**src/rtl/gpio_pb_pkg.sv**
```systemverilog
package gpio_pb_pkg;

  localparam int unsigned OFF_DIR  = 'h00;
  localparam int unsigned OFF_OD   = 'h04;
  localparam int unsigned OFF_DATA = 'h08;
  localparam int unsigned OFF_EVT  = 'h0C;
  localparam int unsigned OFF_MASK = 'h10;
  localparam int unsigned OFF_CTL  = 'h14;

  typedef enum logic [2:0] {
    SEL_DIR,
    SEL_OD,
    SEL_DATA,
    SEL_EVT,
    SEL_MASK,
    SEL_CTL,
    SEL_NONE
  } reg_sel_e;

endpackage

```
**src/rtl/gpio_pb_sync.sv**
```systemverilog
module gpio_pb_sync #(
  parameter int unsigned W      = 32,
  parameter int unsigned STAGES = 2
) (
  input  logic         clk,
  input  logic         rst_n,
  input  logic [W-1:0] async_i,
  output logic [W-1:0] lvl_o,
  output logic [W-1:0] prev_o
);

  localparam int unsigned LAST = STAGES - 1;

  logic [W-1:0] stg_q [STAGES];
  logic [W-1:0] prev_q;

  generate
    for (genvar s = 0; s < STAGES; s++) begin : g_stage
      logic [W-1:0] stg_d;
      if (s == 0) begin : g_first
        assign stg_d = async_i;
      end else begin : g_next
        assign stg_d = stg_q[s-1];
      end
      always_ff @(posedge clk or negedge rst_n) begin
        if (!rst_n) stg_q[s] <= '0;
        else        stg_q[s] <= stg_d;
      end
    end
  endgenerate

  always_ff @(posedge clk or negedge rst_n) begin
    if (!rst_n) prev_q <= '0;
    else        prev_q <= stg_q[LAST];
  end

  assign lvl_o  = stg_q[LAST];
  assign prev_o = prev_q;

endmodule

```
**src/rtl/gpio_pb_evdet.sv**
```systemverilog
module gpio_pb_evdet #(
  parameter int unsigned W = 32
) (
  input  logic [W-1:0] lvl_i,
  input  logic [W-1:0] prev_i,
  input  logic [W-1:0] dir_i,
  input  logic [W-1:0] fall_only_i,
  output logic [W-1:0] chg_o,
  output logic [W-1:0] ev_set_o
);

  generate
    for (genvar b = 0; b < W; b++) begin : g_bit
      logic is_in;
      logic moved;
      logic fell;
      always_comb begin
        is_in       = ~dir_i[b];
        moved       = lvl_i[b] ^ prev_i[b];
        fell        = prev_i[b] & ~lvl_i[b];
        chg_o[b]    = is_in & moved;
        ev_set_o[b] = is_in & (fall_only_i[b] ? fell : moved);
      end
    end
  endgenerate

endmodule

```
**src/rtl/gpio_pb_regs.sv**
```systemverilog
module gpio_pb_regs
  import gpio_pb_pkg::*;
#(
  parameter int unsigned W  = 32,
  parameter int unsigned AW = 12
) (
  input  logic          clk,
  input  logic          rst_n,
  input  logic          bus_sel,
  input  logic          bus_wr,
  input  logic [AW-1:0] bus_addr,
  input  logic [W/8-1:0] bus_be,
  input  logic [W-1:0]  bus_wdata,
  output logic [W-1:0]  bus_rdata,
  output logic          bus_rvalid,
  input  logic [W-1:0]  lvl_i,
  input  logic [W-1:0]  chg_i,
  input  logic [W-1:0]  ev_set_i,
  output logic [W-1:0]  dir_o,
  output logic [W-1:0]  od_o,
  output logic [W-1:0]  dat_o,
  output logic [W-1:0]  ev_o,
  output logic [W-1:0]  mask_o,
  output logic [W-1:0]  ctl_o
);

  localparam int unsigned BEW = W / 8;

  reg_sel_e     sel;
  logic         full;
  logic         wr_ok;
  logic         rd_req;
  logic         rd_ok;

  logic [W-1:0] dir_q,  dir_d;
  logic [W-1:0] od_q,   od_d;
  logic [W-1:0] dat_q,  dat_d;
  logic [W-1:0] ev_q,   ev_d;
  logic [W-1:0] mask_q, mask_d;
  logic [W-1:0] ctl_q,  ctl_d;
  logic [W-1:0] rdata_q, rdata_d;
  logic         rvalid_q;
  logic         cfg_en;
  logic         dat_en;
  logic         ev_en;

  // address decode
  always_comb begin
    if      (bus_addr == AW'(OFF_DIR))  sel = SEL_DIR;
    else if (bus_addr == AW'(OFF_OD))   sel = SEL_OD;
    else if (bus_addr == AW'(OFF_DATA)) sel = SEL_DATA;
    else if (bus_addr == AW'(OFF_EVT))  sel = SEL_EVT;
    else if (bus_addr == AW'(OFF_MASK)) sel = SEL_MASK;
    else if (bus_addr == AW'(OFF_CTL))  sel = SEL_CTL;
    else                                sel = SEL_NONE;
  end

  assign full   = (bus_be == {BEW{1'b1}});
  assign wr_ok  = bus_sel & bus_wr & full;
  assign rd_req = bus_sel & ~bus_wr;
  assign rd_ok  = rd_req & full;

  // next state: configuration words
  always_comb begin
    dir_d  = dir_q;
    od_d   = od_q;
    mask_d = mask_q;
    ctl_d  = ctl_q;
    if (wr_ok) begin
      unique case (sel)
        SEL_DIR:  dir_d  = bus_wdata;
        SEL_OD:   od_d   = bus_wdata;
        SEL_MASK: mask_d = bus_wdata;
        SEL_CTL:  ctl_d  = bus_wdata;
        default: ;
      endcase
    end
  end

  assign cfg_en = wr_ok & (sel inside {SEL_DIR, SEL_OD, SEL_MASK, SEL_CTL});

  // next state: data word, sampled input change overrides a write
  always_comb begin
    dat_d = dat_q;
    if (wr_ok && sel == SEL_DATA) dat_d = bus_wdata;
    dat_d = (dat_d & ~chg_i) | (lvl_i & chg_i);
  end

  assign dat_en = (wr_ok && sel == SEL_DATA) || (|chg_i);

  // next state: event word, set beats clear
  always_comb begin
    logic [W-1:0] clr;
    clr  = (wr_ok && sel == SEL_EVT) ? bus_wdata : '0;
    ev_d = (ev_q & ~clr) | ev_set_i;
  end

  assign ev_en = (wr_ok && sel == SEL_EVT) || (|ev_set_i);

  // read mux
  always_comb begin
    rdata_d = '0;
    if (rd_ok) begin
      unique case (sel)
        SEL_DIR:  rdata_d = dir_q;
        SEL_OD:   rdata_d = od_q;
        SEL_DATA: rdata_d = dat_q;
        SEL_EVT:  rdata_d = ev_q;
        SEL_MASK: rdata_d = mask_q;
        SEL_CTL:  rdata_d = ctl_q;
        default:  rdata_d = '0;
      endcase
    end
  end

  always_ff @(posedge clk or negedge rst_n) begin
    if (!rst_n) begin
      dir_q  <= '0;
      od_q   <= '0;
      mask_q <= '0;
      ctl_q  <= '0;
    end else if (cfg_en) begin
      dir_q  <= dir_d;
      od_q   <= od_d;
      mask_q <= mask_d;
      ctl_q  <= ctl_d;
    end
  end

  always_ff @(posedge clk or negedge rst_n) begin
    if (!rst_n)      dat_q <= '0;
    else if (dat_en) dat_q <= dat_d;
  end

  always_ff @(posedge clk or negedge rst_n) begin
    if (!rst_n)     ev_q <= '0;
    else if (ev_en) ev_q <= ev_d;
  end

  always_ff @(posedge clk or negedge rst_n) begin
    if (!rst_n) begin
      rdata_q  <= '0;
      rvalid_q <= 1'b0;
    end else begin
      rdata_q  <= rdata_d;
      rvalid_q <= rd_req;
    end
  end

  assign bus_rdata  = rdata_q;
  assign bus_rvalid = rvalid_q;
  assign dir_o      = dir_q;
  assign od_o       = od_q;
  assign dat_o      = dat_q;
  assign ev_o       = ev_q;
  assign mask_o     = mask_q;
  assign ctl_o      = ctl_q;

endmodule

```
**src/rtl/gpio_pinbank.sv**
```systemverilog
module gpio_pinbank #(
  parameter int unsigned W           = 32,
  parameter int unsigned AW          = 12,
  parameter int unsigned SYNC_STAGES = 2
) (
  input  logic           clk,
  input  logic           rst_n,
  input  logic           bus_sel,
  input  logic           bus_wr,
  input  logic [AW-1:0]  bus_addr,
  input  logic [W/8-1:0] bus_be,
  input  logic [W-1:0]   bus_wdata,
  output logic [W-1:0]   bus_rdata,
  output logic           bus_rvalid,
  input  logic [W-1:0]   pin_in,
  output logic [W-1:0]   pin_out,
  output logic [W-1:0]   pin_oe,
  output logic [W-1:0]   pin_od,
  output logic           irq
);

  logic [W-1:0] in_bits;
  logic [W-1:0] lvl;
  logic [W-1:0] prev;
  logic [W-1:0] chg;
  logic [W-1:0] ev_set;
  logic [W-1:0] dir_q;
  logic [W-1:0] od_q;
  logic [W-1:0] dat_q;
  logic [W-1:0] ev_q;
  logic [W-1:0] mask_q;
  logic [W-1:0] ctl_q;

  // pin n <-> register bit W-1-n
  generate
    for (genvar n = 0; n < W; n++) begin : g_pin
      assign in_bits[W-1-n] = pin_in[n];
      assign pin_oe[n]      = dir_q[W-1-n];
      assign pin_out[n]     = dir_q[W-1-n] & dat_q[W-1-n];
      assign pin_od[n]      = od_q[W-1-n];
    end
  endgenerate

  gpio_pb_sync #(.W(W), .STAGES(SYNC_STAGES)) u_sync (
    .clk    (clk),
    .rst_n  (rst_n),
    .async_i(in_bits),
    .lvl_o  (lvl),
    .prev_o (prev)
  );

  gpio_pb_evdet #(.W(W)) u_evdet (
    .lvl_i      (lvl),
    .prev_i     (prev),
    .dir_i      (dir_q),
    .fall_only_i(ctl_q),
    .chg_o      (chg),
    .ev_set_o   (ev_set)
  );

  gpio_pb_regs #(.W(W), .AW(AW)) u_regs (
    .clk       (clk),
    .rst_n     (rst_n),
    .bus_sel   (bus_sel),
    .bus_wr    (bus_wr),
    .bus_addr  (bus_addr),
    .bus_be    (bus_be),
    .bus_wdata (bus_wdata),
    .bus_rdata (bus_rdata),
    .bus_rvalid(bus_rvalid),
    .lvl_i     (lvl),
    .chg_i     (chg),
    .ev_set_i  (ev_set),
    .dir_o     (dir_q),
    .od_o      (od_q),
    .dat_o     (dat_q),
    .ev_o      (ev_q),
    .mask_o    (mask_q),
    .ctl_o     (ctl_q)
  );

  assign irq = |(ev_q & mask_q);

endmodule

```
**config.mk**
```make
export PLATFORM = sky130hd
export DESIGN_NAME = gpio_pinbank
export DESIGN_NICKNAME = d
export VERILOG_FILES = /design/src/rtl/gpio_pb_pkg.sv /design/src/rtl/gpio_pb_sync.sv /design/src/rtl/gpio_pb_evdet.sv /design/src/rtl/gpio_pb_regs.sv /design/src/rtl/gpio_pinbank.sv
export SDC_FILE = /design/constraint.sdc
export NUM_CORES = 1
export LEC_CHECK = 0
export BUFFER_PORTS_ARGS = -buffer_cell sky130_fd_sc_hd__buf_2
export CAP_MARGIN = 20
export CORE_MARGIN = 5
export CORE_UTILIZATION = 28
export DETAILED_ROUTE_END_ITERATION = 10
export GPL_ROUTABILITY_DRIVEN = 0
export HOLD_SLACK_MARGIN = 0.08
export PLACE_DENSITY = 0.42
export REMOVE_ABC_BUFFERS = 1
export SETUP_SLACK_MARGIN = 0.2
export SLEW_MARGIN = 40
export SYNTH_ARGS = -nofsm -noshare
export SYNTH_HDL_FRONTEND = slang
export SYNTH_HIERARCHICAL = 1
export SYNTH_SLANG_ARGS = --single-unit
```
**constraint.sdc**
```tcl
create_clock -name clk -period 4.4 [get_ports clk]
set_input_delay 0.88 -clock clk [delete_from_list [all_inputs] [get_ports clk]]
set_output_delay 0.88 -clock clk [all_outputs]
set_load 0.05 [all_outputs]
```
==> results.py <==
metrics = {
    "run_status": {
        "status": "finished, final reports clean",
    },
    "clocking": {
        "clockBufferDepth": 3,
        "clk_pin_slew_ps": 60,
        "clock_latency_ps": 540,
        "cts_tree": "yes",
        "cts-resized-gates": 0,
        "clock-root-buffer": "clkbuf_16",
        "postCtsSetupRepairBufs": 0,
        "htree_num_levels": 2,
        "clock_sinks": 321,
        "cts_hold_buf": 0,
        "numCtsBuffers": 40,
    },
    "detailed_routing": {
        "drt-met1-wl_um": 21500,
        "met3_length_um": 2320,
        "detail_route.drc_violations": 0,
        "routed.top_layer": "met4",
        "totalWireLength_um": 47200,
        "wl_met2_um": 22400,
        "post_drt_wl_per_cell_um": 23.0,
        "vias_per_cell": 4.94,
        "drtPass1Iterations": 5,
        "drtIter0Drc": 530,
        "dr_total_vias": 10129,
        "drt.antenna.violating_nets": 0,
    },
    "sta": {
        "slew_violations": 0,
        "fmax_mhz": 305,
        "max_slew_margin": 0.461,
        "rsz0062_at_grt": "false",
        "worst_pin_slew_ps": 809,
        "hold_violations": 0,
        "fin_crit_ps": 3280,
        "finalSetupViolCount": 0,
        "final.setup.tns_ps": 0,
        "finClkSkew_ps": 13.7,
        "fin_crit_sh": 0.746,
    },
    "worst_setup_path": {
        "path_delay_family": "simple AND/OR/NAND/NOR gates",
        "r2r_setup_slack_ps": 2990,
        "critPathSlowestCell": "or4_1",
        "critPathLaunchType": "register",
        "cp-startpoint": "u_regs/ev_o[8]",
        "r2r-end": "u_regs/bus_rdata[3]",
        "ff2ff_path_depth": 3,
        "crit_path_max_fanout": 3,
        "cp_data_arrival_time_ps": 2400,
        "crit_path_end_kind": "output port",
        "crit_chain": "a22oi_1, nand4_1, or4_1, buf_2",
        "path_depth": 4,
        "path_buf_inv": 1,
        "crit_path_max_incr_delay_ps": 620,
        "r2r-start": "u_regs/dir_o[3]",
        "cp.required_ps": 3520,
        "crit_type": "register to output port",
    },
    "synth": {
        "synthDistinctLibCells": 38,
        "syn_avg_cell_area_um2": 12.8,
        "yosysWarnings": 6,
        "yosysSeqAreaShare": 0.549,
        "yosys-top-cells-area": "dfrtp_1, mux2_2, mux4_2",
        "synth.largest_area_cell": "dfrtp_1",
        "synth_seq_cells": 321,
        "syn_inst": 1140,
        "syn-cell-area_mm2": 0.0146,
        "netlist.area_leader.share": 0.549,
    },
    "cells_and_area": {
        "final_cells": 2051,
        "layout_common_cells": "dfrtp_1, buf_2, mux2_2, nor2_1, a22oi_1",
        "syn_to_final_growth_pct": 21.1,
        "nets": 1460,
        "layout-drive-gt1-share": 0.384,
        "final_common_cell": "dfrtp_1",
    },
    "power_and_ir_drop": {
        "switching_share": 0.236,
        "pwr-share-clk": 0.473,
        "seq_power_share": 0.458,
        "power_density_mw_per_mm2": 383,
        "cellLeakagePower_nw": 8.33,
        "power_frac_comb": 0.069,
        "ir_drop_mv": 0.273,
        "p_sw_w": 0.00161,
        "p_int_w": 0.00518,
    },
    "hold_path": {
        "hp-class": "primary input to asynchronous set/reset pin",
    },
    "placed_design": {
        "place_hpwl_um": 29800,
        "port_buffers": 213,
        "dp.cells": 1981,
    },
    "global_routing": {
        "grt_pass1_vias": 10670,
        "grt_first_pass_wirelength_um": 70400,
        "grt_max_degree": 95,
        "track_usage": 0.163,
        "antenna_found_initial": 1,
        "grt_overflow": 0,
    },
    "floorplanning": {
        "die-area_mm2": 0.0570,
        "boundaryPins": 214,
        "row_count": 83,
        "chipWidth_um": 239,
        "start_util": 0.284,
        "die_h_um": 239,
        "coreArea_mm2": 0.0516,
    },
    "flow_run": {
        "cap_violations": 0,
    },
}
-- state kept, by name, indices dropped and copies added (netlist names), named ones only --
name and count:
u_sync/g_stage.stg_d 32, u_regs/od_o 32, u_regs/mask_o 32, u_sync/lvl_o 32
u_sync/prev_o 32, u_regs/ctl_o 32, u_regs/ev_o 32, u_regs/bus_rdata 32
u_regs/bus_rvalid 1, u_regs/dir_o 32
-- per-layer routing --
metal,vias to the layer above,global-route usage
met5,-,0
met1,5254,0.224
met2,267,0.267
li1,4542,-
met3,66,0.0322
met4,0,0.0370
-- synthesized netlist by cell type (all sizes together) --
master and instances:
nor4bb 1, a2111oi 1, ha 32, dfrtp 321, a21oi 64, and3 37
nor4 1, and4 4, nand4b 32, inv 32, or4 1, and2 33
nand2 32, or2 32, nand4 6, clkbuf 39, o21ai 32, nor3 3
nand3 3, nor2b 35, mux2 160, a22oi 48, a31oi 32, mux4 32
a21o 32, nor2 65, buf 30
-- kinds of logic (layout without fill, tap and decap cells) --
logic type,after synthesis,count (layout),synth area share
compound gates,209,209,0.0966
mux,192,192,0.180
buf+inv,101,331,0.0337
fa+ha+maj,32,32,0.0273
simple gates,285,285,0.114
other cells,0,1,0
flops,321,321,0.549
-- power groups by stage --
stage                     logic [W]  clock network (W)  registers, W
after floorplan            0.000241                  0       0.00313
after global placement     0.000469                  0       0.00316
after detailed placement   0.000474                  0       0.00316
after CTS                  0.000475            0.00334       0.00311
after global routing       0.000527            0.00345       0.00312
final                      0.000469            0.00321       0.00311
-- worst max-delay path by stage --
stage,to,slack (ps)
finish,irq,1120
global placement,register,1100
floorplan,u_regs/ctl_o[0],460
global route,irq,980
CTS,irq,960
detailed placement,u_regs/dir_o[0],1120
-- area by class of cell --
| class | count | area (µm²) |
|---|---|---|
| diodes | 1 | 2.50 |
| clock buffers | 60 | 1210 |
| clock inverters | 8 | 65.1 |
| fillers | 5172 | 33900 |
| inverters | 32 | 120 |
| multi-input cells | 718 | 6160 |
| flip-flops and latches | 321 | 8030 |
| well taps | 680 | 851 |
| repair buffers | 231 | 1290 |
-- stage by stage --
stage                     power [W]  hold slack (ps)  cell area [µm²]  utilization  setup slack, ps
after CTS                   0.00692              344            17700        0.343              963
after global routing        0.00709              203            17700        0.344              977
final                       0.00679              215            17700        0.344             1120
after floorplan             0.00337              331            14300            -              463
after global placement      0.00363              334            16400        0.318             1100
after detailed placement    0.00363              335            16400        0.318             1120
No activity file was read; power rests on OpenSTA's default activity.
